$ cat config.mk
export PLATFORM = sky130hd
export DESIGN_NAME = slot_pwr_seq
export DESIGN_NICKNAME = d
export VERILOG_FILES = /design/src/rtl/slot_pwr_seq_pkg.sv /design/src/rtl/slot_tick_timer.sv /design/src/rtl/slot_min_hold.sv /design/src/rtl/slot_seq_fsm.sv /design/src/rtl/slot_pwr_seq.sv
export SDC_FILE = /design/constraint.sdc
export NUM_CORES = 1
export LEC_CHECK = 0
export BUFFER_PORTS_ARGS = -buffer_cell sky130_fd_sc_hd__buf_2
export CORE_MARGIN = 2
export CORE_UTILIZATION = 50
export DETAILED_ROUTE_END_ITERATION = 7
export PLACE_DENSITY_LB_ADDON = 0.25
export SLEW_MARGIN = 20
export SYNTH_ARGS = -nofsm -noshare
export SYNTH_HDL_FRONTEND = slang
export SYNTH_HIERARCHICAL = 1
export SYNTH_SLANG_ARGS = --single-unit
$ cat constraint.sdc
create_clock -name clk -period 1.95 [get_ports clk]
set_clock_uncertainty 0.2 [all_clocks]
set_input_delay 0.0975 -clock clk [delete_from_list [all_inputs] [get_ports clk]]
set_output_delay 0.0975 -clock clk [all_outputs]
set_load 0.01 [all_outputs]
$ cat src/rtl/slot_pwr_seq_pkg.sv
// Shared types for the slot power and reset sequencer.
package slot_pwr_seq_pkg;

    // Reset release policy selected by the mode input.
    typedef enum logic {
        MODE_PWR_EN   = 1'b0,
        MODE_PWR_GOOD = 1'b1
    } rel_mode_e;

    // Slot sequencing phases.
    typedef enum logic [1:0] {
        PH_OFF   = 2'd0,   // power off, reset asserted
        PH_RAMP  = 2'd1,   // power on, reset asserted, waiting to release
        PH_ON    = 2'd2,   // power on, reset released
        PH_DRAIN = 2'd3    // reset asserted, waiting to remove power
    } phase_e;

endpackage

$ cat src/rtl/slot_tick_timer.sv
// Tick-counted one-shot delay.
// While run is low the counter reloads from dly and expired is cleared.
// While run is high, each tick counts down; the tick seen at count zero sets
// expired, so a dly of N expires on the (N+1)-th tick. expired stays set until
// run drops. Assumes tick is a single-cycle pulse.
module slot_tick_timer #(
    parameter int W = 8
) (
    input  logic         clk,
    input  logic         rst_n,
    input  logic         run,
    input  logic         tick,
    input  logic [W-1:0] dly,
    output logic         expired
);
    logic [W-1:0] cnt;

    // Reload on idle, count ticks while running, latch expiry.
    always_ff @(posedge clk) begin
        if (!rst_n || !run) begin
            cnt     <= dly;
            expired <= 1'b0;
        end else if (tick && !expired) begin
            if (cnt == '0) expired <= 1'b1;
            else           cnt     <= cnt - 1'b1;
        end
    end

    a_r4_expire_on_tick: assert property (@(posedge clk) disable iff (!rst_n)
        $rose(expired) |-> $past(tick && run));

endmodule

$ cat src/rtl/slot_min_hold.sv
// Minimum reset-width guard.
// Counts ticks while hold is high and saturates at MIN_TICKS; met goes high
// once the count is reached. Dropping hold clears the count, so every new
// assertion restarts the measurement. Assumes MIN_TICKS >= 1.
module slot_min_hold #(
    parameter int MIN_TICKS = 200
) (
    input  logic clk,
    input  logic rst_n,
    input  logic hold,
    input  logic tick,
    output logic met
);
    localparam int CW = $clog2(MIN_TICKS + 1);
    localparam logic [CW-1:0] LIMIT = CW'(MIN_TICKS);

    logic [CW-1:0] cnt;

    // Saturating tick count of the current reset assertion.
    always_ff @(posedge clk) begin
        if (!rst_n || !hold)            cnt <= '0;
        else if (tick && cnt != LIMIT)  cnt <= cnt + 1'b1;
    end

    assign met = (cnt == LIMIT);

    a_r5_count_bounded: assert property (@(posedge clk) disable iff (!rst_n)
        cnt <= LIMIT);

    a_r5_restart_on_release: assert property (@(posedge clk) disable iff (!rst_n)
        !hold |=> cnt == '0);

endmodule

$ cat src/rtl/slot_seq_fsm.sv
// Phase sequencer for the slot power and reset outputs.
// Moves OFF -> RAMP on a power request, RAMP -> ON once the on-delay has
// expired and the minimum width is met (and power good is high in
// power-good mode), and ON/RAMP -> DRAIN -> OFF on a power-off request.
// A power request during DRAIN returns to RAMP with power kept on.
// Assumes the mode input changes only while the slot is off.
module slot_seq_fsm
    import slot_pwr_seq_pkg::*;
(
    input  logic      clk,
    input  logic      rst_n,
    input  logic      sw_off,
    input  rel_mode_e mode,
    input  logic      pwr_good,
    input  logic      on_exp,
    input  logic      off_exp,
    input  logic      min_met,
    output logic      on_run,
    output logic      off_run,
    output logic      pwr_en,
    output logic      rst_rel
);
    phase_e phase, phase_nx;
    logic   pg_ok;

    assign pg_ok = (mode == MODE_PWR_EN) || pwr_good;

    // Next-phase selection.
    always_comb begin
        phase_nx = phase;
        unique case (phase)
            PH_OFF:   if (!sw_off) phase_nx = PH_RAMP;
            PH_RAMP:  if (sw_off)  phase_nx = PH_DRAIN;
                      else if (on_exp && min_met && pg_ok) phase_nx = PH_ON;
            PH_ON:    if (sw_off)  phase_nx = PH_DRAIN;
            PH_DRAIN: if (!sw_off) phase_nx = PH_RAMP;
                      else if (off_exp) phase_nx = PH_OFF;
            default:  phase_nx = PH_OFF;
        endcase
    end

    // Phase register.
    always_ff @(posedge clk) begin
        if (!rst_n) phase <= PH_OFF;
        else        phase <= phase_nx;
    end

    // Output and timer-enable decode from the registered phase.
    assign pwr_en  = (phase != PH_OFF);
    assign rst_rel = (phase == PH_ON);
    assign on_run  = (phase == PH_RAMP) && pg_ok;
    assign off_run = (phase == PH_DRAIN);

    a_r8_release_needs_pg: assert property (@(posedge clk) disable iff (!rst_n)
        ($rose(rst_rel) && mode == MODE_PWR_GOOD) |-> $past(pwr_good));

    a_r9_no_drop_on_reentry: assert property (@(posedge clk) disable iff (!rst_n)
        (phase == PH_DRAIN && !sw_off) |=> (phase == PH_RAMP && pwr_en));

endmodule

$ cat src/rtl/slot_pwr_seq.sv
// Slot power and reset sequencer, top level.
// Ties the phase sequencer to two tick timers (on-delay and off-delay) and a
// minimum reset-width guard, and registers the pin output-enable.
// Assumes us_tick is a single-cycle pulse and the delay inputs stay stable
// while the phase that uses them is in progress.
module slot_pwr_seq
    import slot_pwr_seq_pkg::*;
#(
    parameter int DLY_W         = 8,
    parameter int MIN_RST_TICKS = 200
) (
    input  logic             clk,
    input  logic             rst_n,
    input  logic             us_tick,
    input  logic             drive_en,
    input  logic             sw_pwr_off,
    input  logic             rst_mode,
    input  logic [DLY_W-1:0] on_dly,
    input  logic [DLY_W-1:0] off_dly,
    input  logic             pwr_good,
    output logic             slot_pwr_en,
    output logic             slot_rst_n,
    output logic             pin_oe
);
    logic      on_run, off_run, on_exp, off_exp, min_met, rst_rel;
    rel_mode_e mode;

    assign mode = rel_mode_e'(rst_mode);

    slot_seq_fsm u_fsm (
        .clk      (clk),
        .rst_n    (rst_n),
        .sw_off   (sw_pwr_off),
        .mode     (mode),
        .pwr_good (pwr_good),
        .on_exp   (on_exp),
        .off_exp  (off_exp),
        .min_met  (min_met),
        .on_run   (on_run),
        .off_run  (off_run),
        .pwr_en   (slot_pwr_en),
        .rst_rel  (rst_rel)
    );

    slot_tick_timer #(.W(DLY_W)) u_on_tmr (
        .clk     (clk),
        .rst_n   (rst_n),
        .run     (on_run),
        .tick    (us_tick),
        .dly     (on_dly),
        .expired (on_exp)
    );

    slot_tick_timer #(.W(DLY_W)) u_off_tmr (
        .clk     (clk),
        .rst_n   (rst_n),
        .run     (off_run),
        .tick    (us_tick),
        .dly     (off_dly),
        .expired (off_exp)
    );

    slot_min_hold #(.MIN_TICKS(MIN_RST_TICKS)) u_min (
        .clk   (clk),
        .rst_n (rst_n),
        .hold  (!rst_rel),
        .tick  (us_tick),
        .met   (min_met)
    );

    assign slot_rst_n = rst_rel;

    // Output-enable for the slot pins, undriven out of reset.
    always_ff @(posedge clk) begin
        if (!rst_n) pin_oe <= 1'b0;
        else        pin_oe <= drive_en;
    end

    a_r7_rst_while_off: assert property (@(posedge clk) disable iff (!rst_n)
        !slot_pwr_en |-> !slot_rst_n);

    a_r3_power_before_release: assert property (@(posedge clk) disable iff (!rst_n)
        $rose(slot_rst_n) |-> $past(slot_pwr_en));

    a_r5_release_after_min: assert property (@(posedge clk) disable iff (!rst_n)
        $rose(slot_rst_n) |-> $past(min_met));

    a_r6_reset_before_power_off: assert property (@(posedge clk) disable iff (!rst_n)
        $fell(slot_pwr_en) |-> ($past(off_exp) && !$past(slot_rst_n)));

endmodule

# ---- Yosys cells after proc, flatten, opt, wreduce, memory -nomap -nowiden
# Index checks and enable logic that the tools add are counted.
dict set report totals {
  rom_bits 0
  memories 0
  ff_bits 29
  out_inout_bits 3
  elab_cells 61
  mem_bits_rw 0
  latch_bits 0
}
dict set report op_classes {
  muxes 13
  bitwise 1
  magnitude_cmp 0
  multipliers 0
  n_eq_ne 11
  n_addsub 3
  n_shift 0
  div 0
  reduce_logical 26
}
# op count
set op_table {}
lappend op_table {{$mux 8} 6}
lappend op_table {{$logic_not 8->1} 2}
lappend op_table {{$sub 8x1->8 const B} 2}
lappend op_table {{$mux 2} 6}
lappend op_table {{$add 8x1->8 const B} 1}
lappend op_table {{$eq 8x8->1 const B} 1}
lappend op_table {{$ne 8x8->1 const B} 1}
lappend op_table {{$pmux 2 s4} 1}
lappend op_table {{$reduce_and 2->1} 4}
lappend op_table {{$logic_and 1x1->1} 6}
lappend op_table {{$reduce_bool 2->1} 3}
lappend op_table {{$logic_not 1->1} 5}
lappend op_table {{$eq 2x2->1 const B} 2}
lappend op_table {{$logic_or 1x1->1} 4}
lappend op_table {{$ne 2x1->1 const B} 2}
lappend op_table {{$ne 2x2->1 const B} 2}
lappend op_table {{$reduce_and 4->1} 1}
lappend op_table {{$ne 3x2->1 const B} 1}
lappend op_table {{$ne 3x3->1 const B} 1}
lappend op_table {{$eq 2x1->1 const B} 1}
lappend op_table {{$logic_not 2->1} 1}
lappend op_table {{$not 1->1} 1}

# ---- Logic depth before layout (Yosys ltp)
# Gate-level depths: netlist (run 1).
dict set report logic_depth {
  ltp_word 7
  mapped_depth 7
  mapped_depth_nobuf 7
}

# ---- Hierarchy
# The synthesis (run 1) kept the hierarchy.
# module cells_each area_per_inst_um2 instances seq_area_each_um2
set modules_own_cells {}
lappend modules_own_cells {slot_tick_timer 54 526.8 2 260.2}
lappend modules_own_cells {slot_min_hold 47 410.4 1 160.2}
lappend modules_own_cells {slot_seq_fsm 24 211.5 1 40.0}
lappend modules_own_cells {slot_pwr_seq 3 30.0 1 20.0}

# ---- Worst setup path before layout (run 1)
# Ideal clock, no wire load.
dict set report synth_path {
  kind {register -> register}
  start {reg u_off_tmr.cnt[0]}
  end {reg u_off_tmr.cnt[6] (data pin)}
  arrival_ns 1.599
  stages_incl_launch_ff 6
  slack_ns 0.016
  setup_time_ns 0.135
  period_less_slack_ns 1.934
  cell_sequence {edfxtp_1 inv_1 ha_1 or4b_4 or4_1 nand3_1}
}
dict set report synth_via {
  elab_chain_cells 4
}
# element line_no
set synth_rtl {}
lappend synth_rtl {{start: declaration} slot_tick_timer.sv:16} ;# logic [W-1:0] cnt;
lappend synth_rtl {{start signal: assignment} slot_tick_timer.sv:21} ;# cnt <= dly;
lappend synth_rtl {{start signal: assignment} slot_tick_timer.sv:25} ;# else cnt <= cnt - 1'b1;
lappend synth_rtl {{$sub 8x1->8} slot_tick_timer.sv:25}
lappend synth_rtl {{$mux 8} slot_tick_timer.sv:24} ;# if (cnt == '0) expired <= 1'b1;
lappend synth_rtl {{$mux 8} slot_tick_timer.sv:23} ;# end else if (tick && !expired) begin
lappend synth_rtl {{$mux 8} slot_tick_timer.sv:20} ;# if (!rst_n || !run) begin
# Every way passes these cells. The select of a mux whose other input is x is not followed.
# A chain may end at the register's enable or synchronous reset.

# ---- Worst setup path in the final report (run 1)
dict set report layout_path {
  start {reg u_on_tmr.cnt[1]}
  end {reg u_on_tmr.cnt[6] (data pin)}
}
dict set report layout_via {
  elab_chain_cells 4
}
# element line_no
set layout_rtl {}
lappend layout_rtl {{start: declaration} slot_tick_timer.sv:16}
lappend layout_rtl {{start signal: assignment} slot_tick_timer.sv:21}
lappend layout_rtl {{start signal: assignment} slot_tick_timer.sv:25}
lappend layout_rtl {{$sub 8x1->8} slot_tick_timer.sv:25}
lappend layout_rtl {{$mux 8} slot_tick_timer.sv:24}
lappend layout_rtl {{$mux 8} slot_tick_timer.sv:23}
lappend layout_rtl {{$mux 8} slot_tick_timer.sv:20}
# Every way passes these cells. The select of a mux whose other input is x is not followed.

==> results of run 1 <==
## sequential cells by signal, summed over array words and instances (netlist names)
register,cells
u_min/cnt,8
u_off_tmr/cnt,8
u_on_tmr/cnt,8
u_fsm/phase,2
pin_oe,1
u_off_tmr/expired,1
u_on_tmr/expired,1
## routing by layer
layer	GRT usage (%)	vias to the layer above	share of wire, %
li1	-	806	-
met1	23.1	754	44
met2	36.4	36	52
met3	4.32	7	3.0
met4	8.33	0	1.6
met5	0	-	0
## layout make-up
class | count | share of cell area [%]
clock buffers | 5 | 1.59
repair buffers | 63 | 19.8
clock inverters | 3 | 0.531
flip-flops and latches | 29 | 31.6
inverters | 14 | 2.23
multi-input cells | 135 | 41.8
well taps | 46 | 2.44
## placed cells by master (no fill, tap or decap), types with 4 or more instances in the layout
| cell | count |
|---|---|
| mux2i_1 | 4 |
| o21ai_0 | 15 |
| nand3_1 | 7 |
| inv_1 | 8 |
| xnor2_1 | 4 |
| or3_1 | 5 |
| ha_1 | 8 |
| a31oi_1 | 7 |
| nand2b_1 | 4 |
| nand2_1 | 22 |
| dfxtp_1 | 11 |
| edfxtp_1 | 16 |
| dlygate4sd3_1 | 21 |
| clkbuf_4 | 5 |
| inv_2 | 6 |
| or4_1 | 5 |
| buf_4 | 16 |
| a21oi_1 | 6 |
| buf_2 | 25 |
| nor2_1 | 8 |
| and2_1 | 4 |
## cell families after synthesis
family | after synthesis | share of synthesized area, %
adders and majority gates | 11 | 8.07
and+or+nand+nor | 75 | 24.7
AOI/OAI and AO/OA | 38 | 13.8
muxes | 5 | 3.01
DFF | 29 | 43.4
xor gates and xnor gates | 6 | 3.08
buffers and inverters | 18 | 3.96
## through the flow
stage	hold WS [ps]	std cells
floorplan	19.2	182
global placement	100	256
detailed placement	103	256
CTS	56.5	287
global route	77.3	295
finish	82.8	295
## power by group
| group | internal (mW) | switching, mW | total [mW] | leakage, nW |
|---|---|---|---|---|
| clock | 0.130 | 0.217 | 0.347 | 0.0300 |
| combinational | 0.342 | 0.343 | 0.685 | 0.631 |
| sequential | 0.764 | 0.111 | 0.874 | 0.276 |
| total | 1.24 | 0.670 | 1.91 | 0.937 |
## worst register-to-register path: stages, from the launching register on
cell and delay [ps]:
edfxtp_1 430, inv_2 110, ha_4 130, or4b_4 460, or4_4 430, nand3_2 80
## path summary, 6_finish.rpt
kind	end	slack, ps	cells after the start
setup / recovery	u_on_tmr/cnt[6]	-20	5
hold / removal	u_fsm/phase[0]	80	5
setup reg to reg	u_on_tmr/cnt[6]	-20	5
hold reg to reg	u_off_tmr/expired	280	2
## repair_timing
action                                 in CTS  in global routing
hold buffers                               21                  0
gates cloned                                0                  0
pin swaps                                   1                  5
resized for setup                           1                 25
setup endpoints to repair                   2                 20
buffers inserted                            2                  8
endpoints found under the hold margin      23                  0
==> out/summary.txt, run 1 <==
Root Driver: clkbuf_4
Hold Path Origin: rst_mode
CTS buffer count: 5
Placement Rows: 21
clk slew on worst S/H paths: 100 ps
Multi-input gate area: 986 µm²
first-pass GRT wire length: 6.24 mm
Top Family by Delay on Critical Path: simple AND/OR/NAND/NOR gates
Die Wd: 62.4 µm
Synthesized Nets: 216
largest area contributor in the netlist: edfxtp_1
crit path kind: flop to flop
# nets final: 282
placed inst area: 1930 µm²
worst setup margin: -25.0 ps
Post-synth top cells: nand2_1 (22), edfxtp_1 (16), o21ai_0 (15)
Num Clock Sinks: 29
top cell type's share of synthesized area: 28.2%
Initial Util: 51.5%
Critical Path Max Stage Delay: 460 ps
RSZ-0062 raised after global routing: true
sequential fraction of the synthesis area: 43.4%
Die Span Y: 62.4 µm
DR vias/cell: 5.43
setup TNS: -25.0 ps
fin crit share: 101%
critical path required time: 1960 ps
worst setup path startpoint: u_on_tmr/cnt[1]
GP Congestion: 0.841
FF-to-FF Start: u_on_tmr/cnt[1]
post-route total power: 1.91 mW
top-count cell post-synth: nand2_1
Slew Limit Fails: 0
PortBufs: 25
GRT overflow: 0
Detail Route Antenna Nets: 0
final core occ: 71.2%
failing checks: negative setup slack
CP Cell Sequence: inv_2, ha_4, or4b_4, or4_4, nand3_2
core area: 3310 µm²
top post-synthesis cells by area: edfxtp_1 (28%), dfxtp_1 (15%), ha_1 (8.1%)
Async SR Flop Fraction: 0%
Buf+Inv Stages, Crit Path: 1
crit end category: flop
Slew @ Worst Pin: 367 ps
largest net degree at the start of global routing: 15
filler cell count: 259
Finished Cell Area: 2360 µm²
number of H-tree levels: 2
min cycle time layout: 1970 ps
Cells after Synth: 182
Worst Path Max Fanout: 3
maxcap violations: 0
initial antenna violation count: 0
CTS tree: yes
synthesized area: 1710 µm²
drt drc: 0
kind of launch point of the worst setup path: flop
antenna diode count: 0
Placement Setup Slack: -0.750 ps
layout cells sized above 1: 29.7%
maximum clock path buffer count: 2
worst path arrival time: 1980 ps
hpwl dp: 2.57 mm
Setup-failing EPs final: 1
Vias: 1603
Synth Warn #: 6
Slew HR: 75.3%
Top FF cell, synth: edfxtp_1
final hold viol count: 0
drt wl/cell: 13.8 µm
num ports: 26
post-synth cell types: 33
vias in the first global route: 1465
status: finished, violations left
Pre-Repair DR Iteration Count: 4
FMAX: 506 MHz
Reg area: 746 µm²
Pwr Density: 808 nW/µm²
Clock Latency Late Sink: 330 ps
Tot GR Track Use: 20.2%
P_leak: 0.937 nW
die area: 3890 µm²
WL final: 4.06 mm
Layout area overhead: 38.3%
HP Class: input pin to flop
Peak VDD IR: 0.572 mV
slowest CP cell: or4b_4
Initial DRC Count: 76
EDFF count, synth: 16
average size of a mapped cell: 9.37 µm²
Seq cells post-synth: 29
Note: power is estimated with default switching activity, not from simulation.
==> run 2, diff against run 1 <==
Settings changed: CORE_UTILIZATION 50 to 35.
==> out/summary.txt, run 2 (synthesized netlist as in run 1, its figures left out) <==
Tot GR Track Use: 14.4% (-5.7 points)
Comb power frac: 31.3% (-4.6 points)
crit end category: flop
maximum clock path buffer count: 2 (unchanged)
clk slew on worst S/H paths: 60 ps (-40 ps)
critical path required time: 1900 ps (-60 ps)
largest net degree at the start of global routing: 15 (unchanged)
failing checks: negative hold slack
R2R cell count: 5 (unchanged)
core area: 4720 µm² (+43%)
setup TNS: 0 ps (+25.0 ps)
Die Wd: 73.8 µm (+18%)
fin crit share: 98.4% (-2.9 points)
status: finished, violations left
Initial Util: 36.1% (-15 points)
GRT overflow: 0 (unchanged)
Slew @ Worst Pin: 355 ps (-11.5 ps)
antenna diode count: 0 (unchanged)
CTS buffer count: 5 (unchanged)
vias in the first global route: 1355 (-7.5%)
RSZ-0062 raised after global routing: true
number of H-tree levels: 2 (unchanged)
Hold Path Depth: 3 (-2)
Num Clock Sinks: 29 (unchanged)
DR vias/cell: 4.76 (-12%)
most frequent cells in the layout: buf_2 (25), nand2_1 (22), dlygate4sd3_1 (18)
hold slack: -0.153 ps (-82.9 ps)
final core occ: 49.2% (-22 points)
CTS tree: yes
crit path kind: flop to flop
hpwl dp: 2.58 mm (+0.14%)
maxcap violations: 0 (unchanged)
final hold viol count: 1 (+1)
filler cell count: 456 (+76%)
Peak VDD IR: 0.467 mV (-18%)
Int Pwr: 1.36 mW (+9.7%)
Clock Power Share: 25.6% (+7.4 points)
FF-to-FF Start: u_on_tmr/cnt[1]
commonest non-fill, non-tap cell in the layout: buf_2
Hold Path End: u_off_tmr/cnt[7]
# nets final: 276 (-2.1%)
Vias: 1476 (-7.9%)
Placement Rows: 25 (+19%)
FMAX: 521 MHz (+2.9%)
kind of launch point of the worst setup path: flop
Reg2Reg Setup Slack: 30 ps (+60 ps)
Initial DRC Count: 63 (-17%)
initial antenna violation count: 0 (unchanged)
PortBufs: 25 (unchanged)
WL final: 3.62 mm (-11%)
Root Driver: clkbuf_8
min cycle time layout: 1920 ps (-56.3 ps)
drt wl/cell: 11.7 µm (-15%)
Detail Route Antenna Nets: 0 (unchanged)
first-pass GRT wire length: 5.99 mm (-4.0%)
GP Congestion: 0.709 (-16%)
reg-to-reg endpoint: u_on_tmr/cnt[6]
sequential share of power: 43.1% (-2.8 points)
Worst Path Max Fanout: 3 (unchanged)
worst path arrival time: 1870 ps (-110 ps)
Slew Limit Fails: 0 (unchanged)
layout cells sized above 1: 25.9% (-3.8 points)
switching share of power: 32.4% (-2.8 points)
Hold Path Origin: off_dly[7]
die area: 5450 µm² (+40%)
Pre-Repair DR Iteration Count: 4 (unchanged)
Die Span Y: 73.8 µm (+18%)
num ports: 26 (unchanged)
Sw Pwr: 0.649 mW (-3.2%)
Largest regs: u_min/cnt x8, u_off_tmr/cnt x8, u_on_tmr/cnt x8
Pwr Density: 862 nW/µm² (+6.6%)
P_leak: 0.917 nW (-2.2%)
Layout area overhead: 36.4%
Clock Latency Late Sink: 280 ps (-50 ps)
Slew HR: 76.1% (+0.77 points)
drt drc: 0 (unchanged)
Setup-failing EPs final: 0 (-1)
HP Class: input pin to flop
==> run 2: changes by cell type in the layout (fill, tap and decap cells not counted), sizes merged <==
| cell | change |
|---|---|
| clkbuf | +3 |
| buf | -3 |
| dlygate4sd3 | -3 |
| clkinv | -3 |
==> run 2: power by group through the flow <==
stage               clock network (mW)  registers (mW)  logic [mW]
finish                           0.513           0.865       0.627
global route                     0.548           0.883       0.705
CTS                              0.529           0.861       0.590
detailed placement                   0           0.874       0.550
global placement                     0           0.869       0.546
floorplan                            0           0.855       0.360
==> run 2: metrics by stage <==
stage | setup slack, ps | instance area (µm²) | instances | power [mW]
2_1_floorplan | 15.5 | 1710 | 182 | 1.21
3_3_place_gp | 63.1 | 1980 | 281 | 1.42
3_5_place_dp | 16.7 | 1980 | 281 | 1.42
4_1_cts | 1.37 | 2260 | 308 | 1.98
5_1_grt | -21.8 | 2330 | 310 | 2.14
6_report | 31.4 | 2330 | 310 | 2.01
==> run 2: critical path, stage by stage, from the launching register on <==
cell and delay (ps):
edfxtp_1 420, inv_2 100, ha_4 120, or4b_4 460
or4_4 420, nand3_2 70
==> run 2: worst max-delay path by stage <==
stage                           from               end  cells past startpoint
floorplan           u_off_tmr/cnt[0]  u_off_tmr/cnt[6]                      5
global placement    u_off_tmr/cnt[1]  u_off_tmr/cnt[6]                      5
detailed placement   u_on_tmr/cnt[1]   u_on_tmr/cnt[6]                      5
CTS                  u_on_tmr/cnt[1]   u_on_tmr/cnt[6]                      5
global route         u_on_tmr/cnt[1]   u_on_tmr/cnt[6]                      5
finish               u_on_tmr/cnt[1]   u_on_tmr/cnt[6]                      5
==> run 2: repair_timing <==
item,in CTS,in global routing
setup endpoints to repair,1,5
cloned,0,0
hold buffers,18,0
gates resized for setup,0,13
buffers inserted,1,2
pin swaps,0,2
hold endpoints to repair,20,0
==> run 2: cell type report <==
type	instances	area, µm²	share of cell area (%)
clock buffer	8	90.1	3.87
timing repair buffer	57	410	17.6
sequential	29	741	31.8
multi-input combinational	135	948	40.8
inverter	14	52.6	2.26
tap	67	83.8	3.60
==> run 2: layer usage <==
metal	wire length, µm	vias up	global-route usage (%)
li1	-	784	-
met1	1740	662	17.7
met2	1700	21	23.6
met3	106	9	3.84
met4	71	0	6.46
met5	0	-	0
